<file path="config.mk">
export PLATFORM = sky130hd
export DESIGN_NAME = serial_reg_programmer
export DESIGN_NICKNAME = d
export VERILOG_FILES = /design/src/rtl/sps_pkg.sv /design/src/rtl/sps_tick_gen.sv /design/src/rtl/sps_rom.sv /design/src/rtl/sps_shifter.sv /design/src/rtl/serial_reg_programmer.sv
export SDC_FILE = /design/constraint.sdc
export NUM_CORES = 1
export LEC_CHECK = 0
export ABC_AREA = 1
export BUFFER_PORTS_ARGS = -buffer_cell sky130_fd_sc_hd__buf_2
export CORE_MARGIN = 10
export CORE_UTILIZATION = 60
export CTS_CLUSTER_DIAMETER = 60
export DETAILED_ROUTE_END_ITERATION = 6
export PLACE_DENSITY = 0.77
export SYNTH_ARGS = -nofsm -noshare
export SYNTH_HDL_FRONTEND = slang
export SYNTH_SLANG_ARGS = --single-unit
</file>
<file path="constraint.sdc">
create_clock -name clk -period 10.45 [get_ports clk]
set_input_delay 0.5225 -clock clk [delete_from_list [all_inputs] [get_ports clk]]
set_output_delay 0.5225 -clock clk [all_outputs]
set_load 0.01 [all_outputs]
</file>
<file path="src/rtl/sps_pkg.sv">
package sps_pkg;
  localparam int unsigned NUM_REGS = 8;
  localparam int unsigned REG_W    = $clog2(NUM_REGS);
  localparam int unsigned ADDR_W   = 4;
  localparam int unsigned HDR_BITS = 1 + ADDR_W;
  localparam int unsigned BYTE_W   = 8;
  localparam int unsigned LEN_W    = 8;
  localparam int unsigned IDX_W    = 5;

  typedef enum logic [2:0] {
    ST_IDLE,
    ST_PRIME,
    ST_WAIT,
    ST_SHIFT,
    ST_LATCH,
    ST_GAP
  } seq_state_t;

  // Payload width of each target register.
  function automatic logic [LEN_W-1:0] data_bits(input logic [REG_W-1:0] r);
    case (r)
      3'd0:    data_bits = 8'd3;
      3'd1:    data_bits = 8'd202;
      3'd2:    data_bits = 8'd2;
      3'd3:    data_bits = 8'd30;
      3'd4:    data_bits = 8'd13;
      3'd5:    data_bits = 8'd25;
      3'd6:    data_bits = 8'd78;
      default: data_bits = 8'd65;
    endcase
  endfunction

  function automatic logic [LEN_W-1:0] frame_len(input logic [REG_W-1:0] r);
    frame_len = data_bits(r) + LEN_W'(HDR_BITS);
  endfunction

  // Contents of the configuration table, generated arithmetically.
  function automatic logic [BYTE_W-1:0] rom_byte(input logic [REG_W-1:0] r,
                                                 input logic [IDX_W-1:0] k);
    logic [BYTE_W-1:0] rr;
    logic [BYTE_W-1:0] kk;
    rr = BYTE_W'(r);
    kk = BYTE_W'(k);
    rom_byte = rr * 8'd29 + kk * 8'd13 + 8'h3C;
  endfunction
endpackage

</file>
<file path="src/rtl/sps_tick_gen.sv">
module sps_tick_gen #(
  parameter int unsigned DIV = 4
) (
  input  logic clk,
  input  logic rst_n,
  input  logic run,
  output logic tick
);
  localparam int unsigned CW = (DIV > 1) ? $clog2(DIV) : 1;
  localparam logic [CW-1:0] LAST = CW'(DIV - 1);

  logic [CW-1:0] cnt_q;
  logic [CW-1:0] cnt_d;

  always_comb begin
    tick  = run && (cnt_q == LAST);
    cnt_d = cnt_q;
    if (!run || tick) cnt_d = '0;
    else              cnt_d = cnt_q + 1'b1;
  end

  always_ff @(posedge clk or negedge rst_n) begin
    if (!rst_n) cnt_q <= '0;
    else        cnt_q <= cnt_d;
  end
endmodule

</file>
<file path="src/rtl/sps_rom.sv">
module sps_rom
  import sps_pkg::*;
(
  input  logic              clk,
  input  logic              en,
  input  logic [REG_W-1:0]  reg_sel,
  input  logic [IDX_W-1:0]  idx,
  output logic [BYTE_W-1:0] q
);
  always_ff @(posedge clk) begin
    if (en) q <= rom_byte(reg_sel, idx);
  end
endmodule

</file>
<file path="src/rtl/sps_shifter.sv">
module sps_shifter
  import sps_pkg::*;
(
  input  logic              clk,
  input  logic              rst_n,
  input  logic [REG_W-1:0]  reg_sel,
  input  logic              prime,
  input  logic              fall,
  input  logic [BYTE_W-1:0] rom_q,
  output logic              rom_en,
  output logic [IDX_W-1:0]  rom_idx,
  output logic              ready,
  output logic              sdata
);
  logic [BYTE_W-1:0]   sr_q, sr_d;
  logic [BYTE_W-1:0]   nxt_q, nxt_d;
  logic [HDR_BITS-1:0] carry_q, carry_d;
  logic [IDX_W-1:0]    idx_q, idx_d;
  logic [2:0]          bit_q, bit_d;
  logic                cap_q;
  logic                ready_q, ready_d;
  logic                sdata_q, sdata_d;
  logic [ADDR_W-1:0]   addr_ext;
  logic [BYTE_W-1:0]   assembled;
  logic                byte_end;

  assign addr_ext = ADDR_W'(reg_sel);
  assign byte_end = (bit_q == 3'd7);
  assign rom_en   = prime | (fall & byte_end);
  assign rom_idx  = prime ? '0 : idx_q;

  // Frame byte 0 carries the header; later bytes splice two table bytes.
  always_comb begin
    if (idx_q == '0) assembled = {rom_q[2:0], addr_ext, 1'b0};
    else             assembled = {rom_q[2:0], carry_q};
  end

  always_comb begin
    sr_d    = sr_q;
    nxt_d   = nxt_q;
    carry_d = carry_q;
    idx_d   = idx_q;
    bit_d   = bit_q;
    ready_d = ready_q;
    sdata_d = sdata_q;
    if (prime) begin
      idx_d   = '0;
      bit_d   = 3'd7;
      ready_d = 1'b0;
    end
    if (cap_q) begin
      nxt_d   = assembled;
      carry_d = rom_q[7:3];
      idx_d   = idx_q + 1'b1;
      ready_d = 1'b1;
    end
    if (fall) begin
      if (byte_end) begin
        sdata_d = nxt_q[0];
        sr_d    = {1'b0, nxt_q[BYTE_W-1:1]};
        bit_d   = 3'd0;
      end else begin
        sdata_d = sr_q[0];
        sr_d    = sr_q >> 1;
        bit_d   = bit_q + 1'b1;
      end
    end
  end

  always_ff @(posedge clk or negedge rst_n) begin
    if (!rst_n) begin
      sr_q    <= '0;
      nxt_q   <= '0;
      carry_q <= '0;
      idx_q   <= '0;
      bit_q   <= 3'd7;
      cap_q   <= 1'b0;
      ready_q <= 1'b0;
      sdata_q <= 1'b0;
    end else begin
      sr_q    <= sr_d;
      nxt_q   <= nxt_d;
      carry_q <= carry_d;
      idx_q   <= idx_d;
      bit_q   <= bit_d;
      cap_q   <= rom_en;
      ready_q <= ready_d;
      sdata_q <= sdata_d;
    end
  end

  assign ready = ready_q;
  assign sdata = sdata_q;
endmodule

</file>
<file path="src/rtl/serial_reg_programmer.sv">
module serial_reg_programmer
  import sps_pkg::*;
#(
  parameter int unsigned DIV = 4
) (
  input  logic clk,
  input  logic rst_n,
  input  logic start,
  output logic busy,
  output logic done,
  output logic ser_clk,
  output logic ser_data,
  output logic ser_load
);
  localparam logic [REG_W-1:0] LAST_REG = REG_W'(NUM_REGS - 1);

  seq_state_t        state_q, state_d;
  logic [REG_W-1:0]  reg_q, reg_d;
  logic [LEN_W-1:0]  bc_q, bc_d;
  logic              sclk_q, sclk_d;
  logic              load_q, load_d;
  logic              done_q, done_d;
  logic              half_q, half_d;
  logic              run, tick, fall, prime, ready;
  logic              rom_en;
  logic [IDX_W-1:0]  rom_idx;
  logic [BYTE_W-1:0] rom_q;
  logic [LEN_W-1:0]  flen;

  assign flen  = frame_len(reg_q);
  assign prime = (state_q == ST_PRIME);
  assign run   = (state_q == ST_SHIFT) || (state_q == ST_LATCH) || (state_q == ST_GAP);

  sps_tick_gen #(.DIV(DIV)) u_tick (
    .clk   (clk),
    .rst_n (rst_n),
    .run   (run),
    .tick  (tick)
  );

  sps_rom u_rom (
    .clk     (clk),
    .en      (rom_en),
    .reg_sel (reg_q),
    .idx     (rom_idx),
    .q       (rom_q)
  );

  sps_shifter u_shift (
    .clk     (clk),
    .rst_n   (rst_n),
    .reg_sel (reg_q),
    .prime   (prime),
    .fall    (fall),
    .rom_q   (rom_q),
    .rom_en  (rom_en),
    .rom_idx (rom_idx),
    .ready   (ready),
    .sdata   (ser_data)
  );

  always_comb begin
    state_d = state_q;
    reg_d   = reg_q;
    bc_d    = bc_q;
    sclk_d  = sclk_q;
    load_d  = load_q;
    half_d  = half_q;
    done_d  = 1'b0;
    fall    = 1'b0;
    case (state_q)
      ST_IDLE: begin
        if (start) begin
          reg_d   = '0;
          state_d = ST_PRIME;
        end
      end
      ST_PRIME: begin
        bc_d    = '0;
        sclk_d  = 1'b1;
        state_d = ST_WAIT;
      end
      ST_WAIT: begin
        if (ready) state_d = ST_SHIFT;
      end
      ST_SHIFT: begin
        if (tick) begin
          if (sclk_q) begin
            if (bc_q == flen) begin
              load_d  = 1'b1;
              half_d  = 1'b0;
              state_d = ST_LATCH;
            end else begin
              fall   = 1'b1;
              sclk_d = 1'b0;
              bc_d   = bc_q + 1'b1;
            end
          end else begin
            sclk_d = 1'b1;
          end
        end
      end
      ST_LATCH: begin
        if (tick) begin
          half_d = ~half_q;
          if (half_q) begin
            load_d = 1'b0;
            if (reg_q == LAST_REG) begin
              done_d  = 1'b1;
              state_d = ST_IDLE;
            end else begin
              state_d = ST_GAP;
            end
          end
        end
      end
      ST_GAP: begin
        if (tick) begin
          half_d = ~half_q;
          if (half_q) begin
            reg_d   = reg_q + 1'b1;
            state_d = ST_PRIME;
          end
        end
      end
      default: state_d = ST_IDLE;
    endcase
  end

  always_ff @(posedge clk or negedge rst_n) begin
    if (!rst_n) begin
      state_q <= ST_IDLE;
      reg_q   <= '0;
      bc_q    <= '0;
      sclk_q  <= 1'b1;
      load_q  <= 1'b0;
      done_q  <= 1'b0;
      half_q  <= 1'b0;
    end else begin
      state_q <= state_d;
      reg_q   <= reg_d;
      bc_q    <= bc_d;
      sclk_q  <= sclk_d;
      load_q  <= load_d;
      done_q  <= done_d;
      half_q  <= half_d;
    end
  end

  assign busy     = (state_q != ST_IDLE);
  assign done     = done_q;
  assign ser_clk  = sclk_q;
  assign ser_load = load_q;
endmodule

</file>
* Yosys cells after proc, flatten, opt, wreduce, memory -nomap -nowiden
Index checks and enable logic that the tools add are counted.
** Word-level totals
- Register bits :: 60
- Word-level logic and storage cells :: 132
- Memory bits (writable) :: 0
- Output and inout port bits :: 5
- Bits in read-only memories :: 0
- Bits in latches :: 0
- Memories :: 0
- Input port bits :: 3
** Cells by class
- Bitwise gates (word level) :: 3
- Mux-type cells :: 54
- Shifts and indexed selects :: 0
- Divide/modulo/power cells :: 0
- Order comparisons :: 0
- Equality and inequality tests :: 26
- Add/subtract/negate cells :: 8
- Reduce and logical (&&, ||, !) cells :: 22
- Multipliers :: 2
** Operators by type and width (count)
- case mux 8 bit (7 select lines) :: 1
- two-way mux 3 bit :: 16
- two-way mux 8 bit :: 3
- two-way mux 1 bit :: 23
- == test 3 bit, second input constant :: 7
- case mux 3 bit (6 select lines) :: 1
- inequality test 2 bit, second input constant :: 8
- case mux 8 bit (2 select lines) :: 1
- two-way mux 5 bit :: 3
- == test 3 x 2 -> 1 bit, second input constant :: 4
- nonzero test 2 bit :: 6
- AND reduction 9 bit :: 1
- adder 8 x 1 -> 8 bit, second input constant :: 1
- adder 8 x 3 -> 8 bit, second input constant :: 1
- adder 8 x 6 -> 8 bit, second input constant :: 1
- adder 8 bit :: 1
- == test 8 bit :: 1
- multiplier 3 x 5 -> 8 bit, second input constant :: 1
- multiplier 5 x 4 -> 8 bit, second input constant :: 1
- AND reduction 4 bit :: 2
- two-way mux 7 bit :: 1
- adder 3 x 1 -> 3 bit, second input constant :: 2
- == test 3 x 1 -> 1 bit, second input constant :: 2
- logical NOT 3 bit :: 2
- 19 further kinds :: 25

* Longest topological paths before layout
Gate-level depths: netlist of run 1.
- Depth after elaboration :: 10
- Mapped depth :: 19

* Cells and area by module
A second synthesis of run 1 with hierarchy kept.
** Unflattened totals
- Cell total of the unflattened synthesis :: 506
- Area total of the unflattened synthesis :: 3992.6 µm²
** By module, submodules not included
- serial_reg_programmer :: sequential area each 451.7 µm², cells each 216, area each 1467.7 µm², instances 1
- sps_shifter :: sequential area each 779.5 µm², cells each 175, area each 1457.6 µm², instances 1
- sps_rom :: sequential area each 240.2 µm², cells each 105, area each 978.4 µm², instances 1
- sps_tick_gen :: sequential area each 50.0 µm², cells each 10, area each 88.8 µm², instances 1

* Least setup slack after synthesis of run 1
No wires, ideal clock.
- Path type :: register -> register
- Start :: register state_q[0]
- End :: register u_rom.q[7] (data pin)
- Library setup time :: 0.260 ns
- Slack :: 6.345 ns
- Path buffers :: 1
- Data required time :: 10.190 ns
- Stages on the path, launching flop included :: 19
- Data arrival time :: 3.845 ns
- Cells stage by stage :: dfrtp_1 inv_2 nor3_1 inv_1 clkbuf_1 nand2_1 ha_1 inv_1 fa_1 inv_1 fa_1 fa_1 inv_1 ha_1 a31o_2 nand2_1 nand2_1 a21oi_1 xnor2_1
** On the way
- Cells in the longest elaborated chain, start to end :: 5
** RTL lines
- start: declaration :: line serial_reg_programmer.sv:17 : seq_state_t state_q, state_d;
- start signal: assignment :: line serial_reg_programmer.sv:140 : state_q <= state_d;
- == test 3 x 1 -> 1 bit :: line serial_reg_programmer.sv:31 : assign prime = (state_q == ST_PRIME);
- two-way mux 5 bit
- multiplier 5 x 4 -> 8 bit :: line sps_pkg.sv:44 : rom_byte = rr * 8'd29 + kk * 8'd13 + 8'h3C;
- adder 8 bit :: line sps_pkg.sv:44
- adder 8 x 6 -> 8 bit :: line sps_pkg.sv:44
- end signal: assignment :: line sps_rom.sv:11 : if (en) q <= rom_byte(reg_sel, idx);
- end: declaration :: line sps_rom.sv:8 : output logic [BYTE_W-1:0] q
No other way between the ends.
A chain may end at the register's enable or synchronous reset.

* Worst setup path after layout of run 1
Same ends and word-level chain as after synthesis.

==> results of run 1 <==
-- worst max-delay path by stage --
stage | start | end | slack [ps]
6_report | state_q[0]$_DFFE_PN0P_ | u_rom.q[7]$_DFFE_PP_ | 6230
5_1_grt | state_q[0]$_DFFE_PN0P_ | u_rom.q[7]$_DFFE_PP_ | 5930
4_1_cts | state_q[0]$_DFFE_PN0P_ | u_rom.q[7]$_DFFE_PP_ | 6200
3_5_place_dp | state_q[0]$_DFFE_PN0P_ | u_rom.q[7]$_DFFE_PP_ | 6210
3_3_place_gp | state_q[0]$_DFFE_PN0P_ | u_rom.q[7]$_DFFE_PP_ | 6310
2_1_floorplan | state_q[0]$_DFFE_PN0P_ | u_rom.q[7]$_DFFE_PP_ | 6340
-- routing by layer --
layer  global-route usage (%)  vias up  share of wire [%]
met5                        0        -                  0
li1                         -     1453                  -
met4                    5.402        0                1.5
met2                    23.89       44                 47
met1                    20.41     1313                 47
met3                    3.503       11                3.7
-- worst reg2reg max path, stage by stage, from the launching register on --
cell and delay, ps:
dfrtp_1 420, inv_2 110, nor3_1 60, inv_1 240
nand2_1 210, ha_1 320, inv_1 50, fa_1 530
inv_1 50, fa_1 500, fa_1 540, inv_1 40
ha_1 330, a31o_2 260, nand2_1 50, nand2_1 50
a21oi_1 150, xnor2_1 90
-- flip-flops by register name (all words and copies together) (netlist names) --
| register | cells |
|---|---|
| ser_clk | 1 |
| u_shift.ready | 1 |
| u_rom.q | 8 |
| u_shift.sdata | 1 |
| u_shift.bit_q | 3 |
| half_q | 1 |
| u_shift.idx_q | 5 |
| u_shift.nxt_q | 8 |
| bc_q | 8 |
| u_shift.cap_q | 1 |
| ser_load | 1 |
| u_tick.cnt_q | 2 |
| u_shift.sr_q | 7 |
| u_shift.carry_q | 5 |
| reg_q | 3 |
| state_q | 3 |
| done | 1 |
-- per-stage QoR --
step,hold WS [ps],util [%]
after floorplan,226.9,-
after global placement,422.3,62.19
after detailed placement,429.3,62.19
after CTS,311.8,65.44
after global routing,339.4,65.44
final,298.0,65.44
-- cell usage in the layout, fill, tap and decap left out, types with 9 or more instances in the layout --
master and count:
o21ai_1 11, dfrtp_1 47, inv_1 75, fa_1 11, clkbuf_8 11, nand2_1 114
nor2_1 16, ha_1 29, xor2_1 9, nand3_1 22, o21ai_0 28
-- cells by family (layout without fill, tap and decap cells) --
kind of cell             count (synthesis)  after routing  share of synthesized area, %
AO/OA/AOI/OAI                           61             61                         9.011
XOR/XNOR                                14             14                         3.571
adder cells (fa/ha/maj)                 40             40                         15.27
buffers and inverters                   88            103                         9.338
flip-flops                              59             59                         39.84
multiplexers                             7              7                         1.835
AND/OR/NAND/NOR                        178            178                         21.13
-- area by class of cell --
| cell class | count | area (µm²) | area share [%] |
|---|---|---|---|
| repair buffers | 9 | 50.05 | 1.218 |
| well taps | 77 | 96.34 | 2.345 |
| flip-flops and latches | 59 | 1521 | 37.04 |
| clock buffers | 12 | 155.1 | 3.777 |
| inverters | 78 | 295.3 | 7.189 |
| clock inverters | 4 | 48.80 | 1.188 |
| multi-input cells | 300 | 1941 | 47.24 |
-- power breakdown --
group	switching [µW]	internal, µW	total (µW)
sequential	49.3	320	369
clock	88.7	123	212
combinational	336	198	534
==> qor.yml, run 1 <==
clkLatencyLatePin_ps: 330
synth_area_mm2: 0.003819
regToRegSetupSlack_ps: 6230
worstPathMaxFanout: 11
placed_cell_area_mm2: 0.003904
antenna-diode-count: 0
crit_top_cell: "inv_1"
fin_crit_sh_pct: 40.43
synth_nets: 490
hold_buffers: 0
ys.flop_type: "dfrtp_1"
cap_violations: 0
vias: 2821
fill_cells: 524
dr.first_iter.drc_count: 152
grt_max_degree: 52
drive_gt1_share_pct: 10.39
r2r_end: "u_rom.q[7]$_DFFE_PP_"
fp.coreArea_mm2: 0.006277
setup_viol: 0
hold_violations: 0
cp_data_arrival_time_ps: 4310
tightestPinTransition_ps: 788.9
htree_levels: 3
grt_pass1_wl_um: 12650
yosysMostFrequentCell: "nand2_1"
hpwl_um: 5291
wire_per_inst_um: 13.06
num_io_pins: 8
yosys-top-cells-area: "dfrtp_1, nand2_1, ha_1"
synth_cells: 447
post-cts-setup-buffers: 0
yosys_warnings: 0
drcViolationCount: 0
critPathRequiredTime_ps: 10530
drv_slew: 0
relSlewSlack_pct: 47.05
r2r_start: "state_q[0]$_DFFE_PN0P_"
start_util_pct: 60.83
place_congestion: 0.9229
ir_drop_v: 0.0001249
clock-root-buffer: "clkbuf_8"
crit_slowest_cell: "fa_1"
die-area_mm2: 0.009955
fin_cells: 539
dp_cells: 523
fin_skew_ps: 4.725
path_delay_family: "adder cells"
grt_pass1_vias: 2807
leakagePower_uw: 0.002127
chipWidth_um: 99.78
die_h_um: 99.78
ys_seq_elements: 59
synth_common_cells: "nand2_1, inv_1, dfrtp_1, ha_1, o21ai_0"
io_buffers: 7
critPathMaxStageDelay_ps: 540
grt.total_usage_pct: 15.31
syn2layout_area_growth_pct: 7.569
start_kind: "flop"
numCtsBuffers: 9
reg2regPathDepth: 17
power.total_uw: 1114
synth-async-reset-ratio_pct: 86.44
hold_path.class: "primary input to asynchronous set/reset pin"
critPathBufInv: 5
place_ws_ps: 6208
antenna_found_initial: 0
postSynthAreaPerCell_um2: 8.543
synth_cell_types: 44
ant_nets: 0
synth_top_area_share_pct: 30.80
dr.pass1.iters: 4
min_period_ps: 4225
stdcell_area_mm2: 0.004108
yosysSeqAreaShare_pct: 39.84
fin_nets: 500
power_density_mw_per_mm2: 271.2
crit_path_end_kind: "flop"
fmax_mhz: 236.7
cts_tree: "done"
gr-total-overflow: 0
clk_pin_slew_ps: 70
cts_sinks: 59
outcome: "complete, no violations"
rsz0062_at_grt: "no"
synth_edf_count: 8
yosysTopAreaCell: "dfrtp_1"
wl_um: 7038
crit_chain: "inv_2 -> nor3_1 -> inv_1 -> nand2_1 -> ha_1 -> inv_1 -> fa_1 -> inv_1 -> fa_1 -> fa_1 -> inv_1 -> ha_1 -> a31o_2 -> nand2_1 -> nand2_1 -> a21oi_1 -> xnor2_1"
cts_resized: 0
via_per_inst: 5.234
rows: 29
worst-path-stages: 17
setup_slack_ps: 6225
clockBufferDepth: 2
worstSetupPathType: "flop to flop"
fin_tns_setup_ps: 0
No activity file was read; power rests on OpenSTA's default activity.
==> inputs of run 2 (changes only) <==
- ABC_AREA: 1 -> 0
- clock period: 10.45 -> 4.4 ns (I/O delays scaled with it)
==> qor.yml, run 2 <==
grt_pass1_wl_um: 13050  # was 12650 µm
synth-async-reset-ratio_pct: 86.44  # unchanged
clkLatencyLatePin_ps: 330  # about the same
violations: "hold timing"
antenna_found_initial: 0  # unchanged
intPower_uw: 1539  # was 640.0 µW
worstSetupPathType: "flop to flop"  # unchanged
relSlewSlack_pct: 34.94  # was 47.05%
dr.pass1.iters: 4  # unchanged
num_io_pins: 8  # unchanged
drv_slew: 0  # unchanged
hpwl_um: 5534  # was 5291 µm
synth_edf_count: 8  # unchanged
ant_nets: 0  # unchanged
synth_common_cells: "dfrtp_1, inv_1, ha_1, nand2_1, a21oi_1"  # was nand2_1, inv_1, dfrtp_1, ha_1, o21ai_0
synth_cells: 388  # was 447
synth_area_mm2: 0.003911  # was 0.003819 mm²
die_h_um: 100.7  # was 99.78 µm
via_per_inst: 5.952  # was 5.234
power_density_mw_per_mm2: 588.4  # was 271.2 mW/mm²
syn2layout_area_growth_pct: 7.614  # was 7.569%
rows: 29  # unchanged
setup_slack_ps: 308.9  # was 6225 ps
grt_pass1_vias: 2840  # was 2807
wire_per_inst_um: 15.83  # was 13.06 µm
fin_tns_setup_ps: 0  # unchanged
clock-root-buffer: "clkbuf_8"  # unchanged
ys_seq_elements: 59  # unchanged
htree_levels: 3  # unchanged
fin_nets: 437  # was 500
holdWs_ps: -19.22  # was 298.0 ps
synth_top_area_share_pct: 30.07  # was 30.80%
leakagePower_uw: 0.001897  # was 0.002127 µW
antenna-diode-count: 0  # unchanged
vias: 2833  # was 2821
worstPathMaxFanout: 6  # was 11
fin_crit_sh_pct: 92.98  # was 40.43%
yosysMostFrequentCell: "dfrtp_1"  # was nand2_1
crit_top_cell: "inv_1"  # unchanged
grt.total_usage_pct: 15.60  # was 15.31%
power_frac_seq_pct: 37.4  # was 33.1%
numCtsBuffers: 9  # unchanged
crit_slowest_cell: "fa_1"  # unchanged
start_util_pct: 61.60  # was 60.83%
dp_cells: 459  # was 523
grt_max_degree: 52  # unchanged
ys.flop_type: "dfrtp_1"  # unchanged
yosys_warnings: 0  # unchanged
synth_nets: 431  # was 490
outcome: "finished, violations left"  # was complete, no violations
sw_frac_of_total_pct: 37.85  # was 42.55%
critPathRequiredTime_ps: 4490  # was 10530 ps
crit_path_end_kind: "flop"  # unchanged
place_ws_ps: 112.5  # was 6208 ps
p_clk_share_pct: 19.0  # about the same
drive_gt1_share_pct: 16.29  # was 10.39%
reg_top3: "bc_q (8), u_rom.q (8), u_shift.nxt_q (8)"  # unchanged
yosysTopAreaCell: "dfrtp_1"  # unchanged
chipWidth_um: 100.7  # was 99.78 µm
crit_chain: "nor2b_1 -> or2b_4 -> and2_1 -> inv_1 -> ha_1 -> inv_1 -> fa_1 -> inv_1 -> fa_1 -> fa_1 -> inv_1 -> ha_1 -> a31oi_2 -> o21bai_1 -> a21oi_1 -> xnor2_1"  # was inv_2 -> nor3_1 -> inv_1 -> nand2_1 -> ha_1 -> inv_1 -> fa_1 -> inv_1 -> fa_1 -> fa_1 -> inv_1 -> ha_1 -> a31o_2 -> nand2_1 -> nand2_1 -> a21oi_1 -> xnor2_1
clockBufferDepth: 2  # unchanged
fin_skew_ps: 4.192  # was 4.725 ps
fp.coreArea_mm2: 0.006350  # was 0.006277 mm²
tightestPinTransition_ps: 975.9  # was 788.9 ps
io_buffers: 7  # unchanged
p_sw_uw: 937.4  # was 474.1 µW
critPathMaxStageDelay_ps: 540  # about the same
layout_commonest_cell: "dfrtp_1"  # was nand2_1
postSynthAreaPerCell_um2: 10.08  # was 8.543 µm²
yosysSeqAreaShare_pct: 38.90  # was 39.84%
dr.first_iter.drc_count: 136  # was 152
cts_sinks: 59  # unchanged
clk_pin_slew_ps: 70  # about the same
fmax_mhz: 244.4  # was 236.7 MHz
rsz0062_at_grt: "no"  # unchanged
ir_drop_v: 0.0003366  # was 0.0001249 V
fin_cells: 476  # was 539
fill_cells: 542  # was 524
cap_violations: 0  # unchanged
gr-total-overflow: 0  # unchanged
drcViolationCount: 0  # unchanged
place_congestion: 0.8974  # was 0.9229
die-area_mm2: 0.01015  # was 0.009955 mm²
min_period_ps: 4091  # was 4225 ps
hold_buffers: 0  # unchanged
hold_path.class: "primary input to asynchronous set/reset pin"  # unchanged
setup_viol: 0  # unchanged
yosys-top-cells-area: "dfrtp_1, ha_1, edfxtp_1"  # was dfrtp_1, nand2_1, ha_1
cp_data_arrival_time_ps: 4180  # was 4310 ps
wl_um: 7537  # was 7038 µm
hold_violations: 18  # was 0
start_kind: "flop"  # unchanged
comb_power_share_pct: 43.6  # was 47.9%
synth_cell_types: 61  # was 44
cts_tree: "done"  # unchanged
layout_common_cells: "dfrtp_1, inv_1, ha_1"  # was nand2_1, inv_1, dfrtp_1
-- run 2: cell types whose count changed in the layout (fill, tap and decap cells not counted), moves of 11 or more --
cell     delta
a21oi_1    +13
inv_1      -38
mux2_2     +20
nand2_1    -92
o21ai_0    -12
o21ai_1    -11
-- run 2: per-stage QoR --
step / instance area (µm²) / util, % / power, µW
floorplan: 3911 / - / 1758
global placement: 4000 / 63.00 / 1951
detailed placement: 4000 / 63.00 / 2007
CTS: 4193 / 66.03 / 2489
global route: 4209 / 66.29 / 2701
finish: 4209 / 66.29 / 2476
-- run 2: worst max-delay path, delay by kind of cell (launching register included) --
family	cells	cell delay [ps]
compound gates	3	450
fa+ha+maj	5	2190
flops	1	370
simple gates	3	520
buf+inv	4	220
xor+xnor	1	90
-- run 2: per-layer routing --
layer	GRT usage, %	share of wire [%]	up-vias
met4	6.304	1.4	0
met1	20.53	46	1390
met5	0	0	-
met3	2.881	3.8	11
li1	-	-	1378
met2	24.67	48	54
-- run 2: cell families (layout without fill, tap and decap cells) --
logic type / after synthesis / in the layout / synth area share, %
compound gates: 73 / 73 / 12.09
fa+ha+maj: 40 / 40 / 14.91
xor+xnor: 19 / 19 / 4.255
buf+inv: 59 / 70 / 6.366
flops: 59 / 59 / 38.90
mux: 29 / 29 / 8.126
simple gates: 109 / 109 / 15.36
-- run 2: path summary, 6_finish.rpt --
| path | start | to | slack, ps | depth (start not counted) |
|---|---|---|---|---|
| max | state_q[0]$_DFFE_PN0P_ | u_rom.q[7]$_DFFE_PP_ | 310 | 16 |
| min | rst_n | u_shift.nxt_q[4]$_DFFE_PN0P_ | -20 | 2 |
| max reg2reg | state_q[0]$_DFFE_PN0P_ | u_rom.q[7]$_DFFE_PP_ | 310 | 16 |
| min reg2reg | u_tick.cnt_q[0]$_DFF_PN0_ | u_tick.cnt_q[0]$_DFF_PN0_ | 440 | 1 |
| max in group asynchronous | rst_n | state_q[0]$_DFFE_PN0P_ | 3980 | 2 |
| min in group clk | start | reg_q[0]$_DFFE_PN0P_ | 380 | 4 |
-- run 2: area by class of cell --
class                      instances  area [µm²]  share of cell area (%)
sequential                        59        1521                   36.15
clock inverter                     7       68.82                   1.635
tap                               77       96.34                   2.289
timing repair buffer              17       110.1                   2.616
inverter                          37       138.9                   3.300
multi-input combinational        270        2150                   51.07
clock buffer                       9       123.9                   2.943
-- run 2: power by group through the flow --
| stage | combinational, µW | clock (µW) | sequential, µW |
|---|---|---|---|
| after detailed placement | 1070 | 0 | 935 |
| after CTS | 1080 | 484 | 926 |
| final | 1080 | 471 | 926 |
| after global placement | 1030 | 0 | 925 |
| after global routing | 1240 | 507 | 956 |
| after floorplan | 898 | 0 | 859 |
-- run 2: timing repair --
item                       in CTS  in global routing
setup buffers                   0                  1
setup endpoints to repair       0                  1
gates resized for setup         0                  2
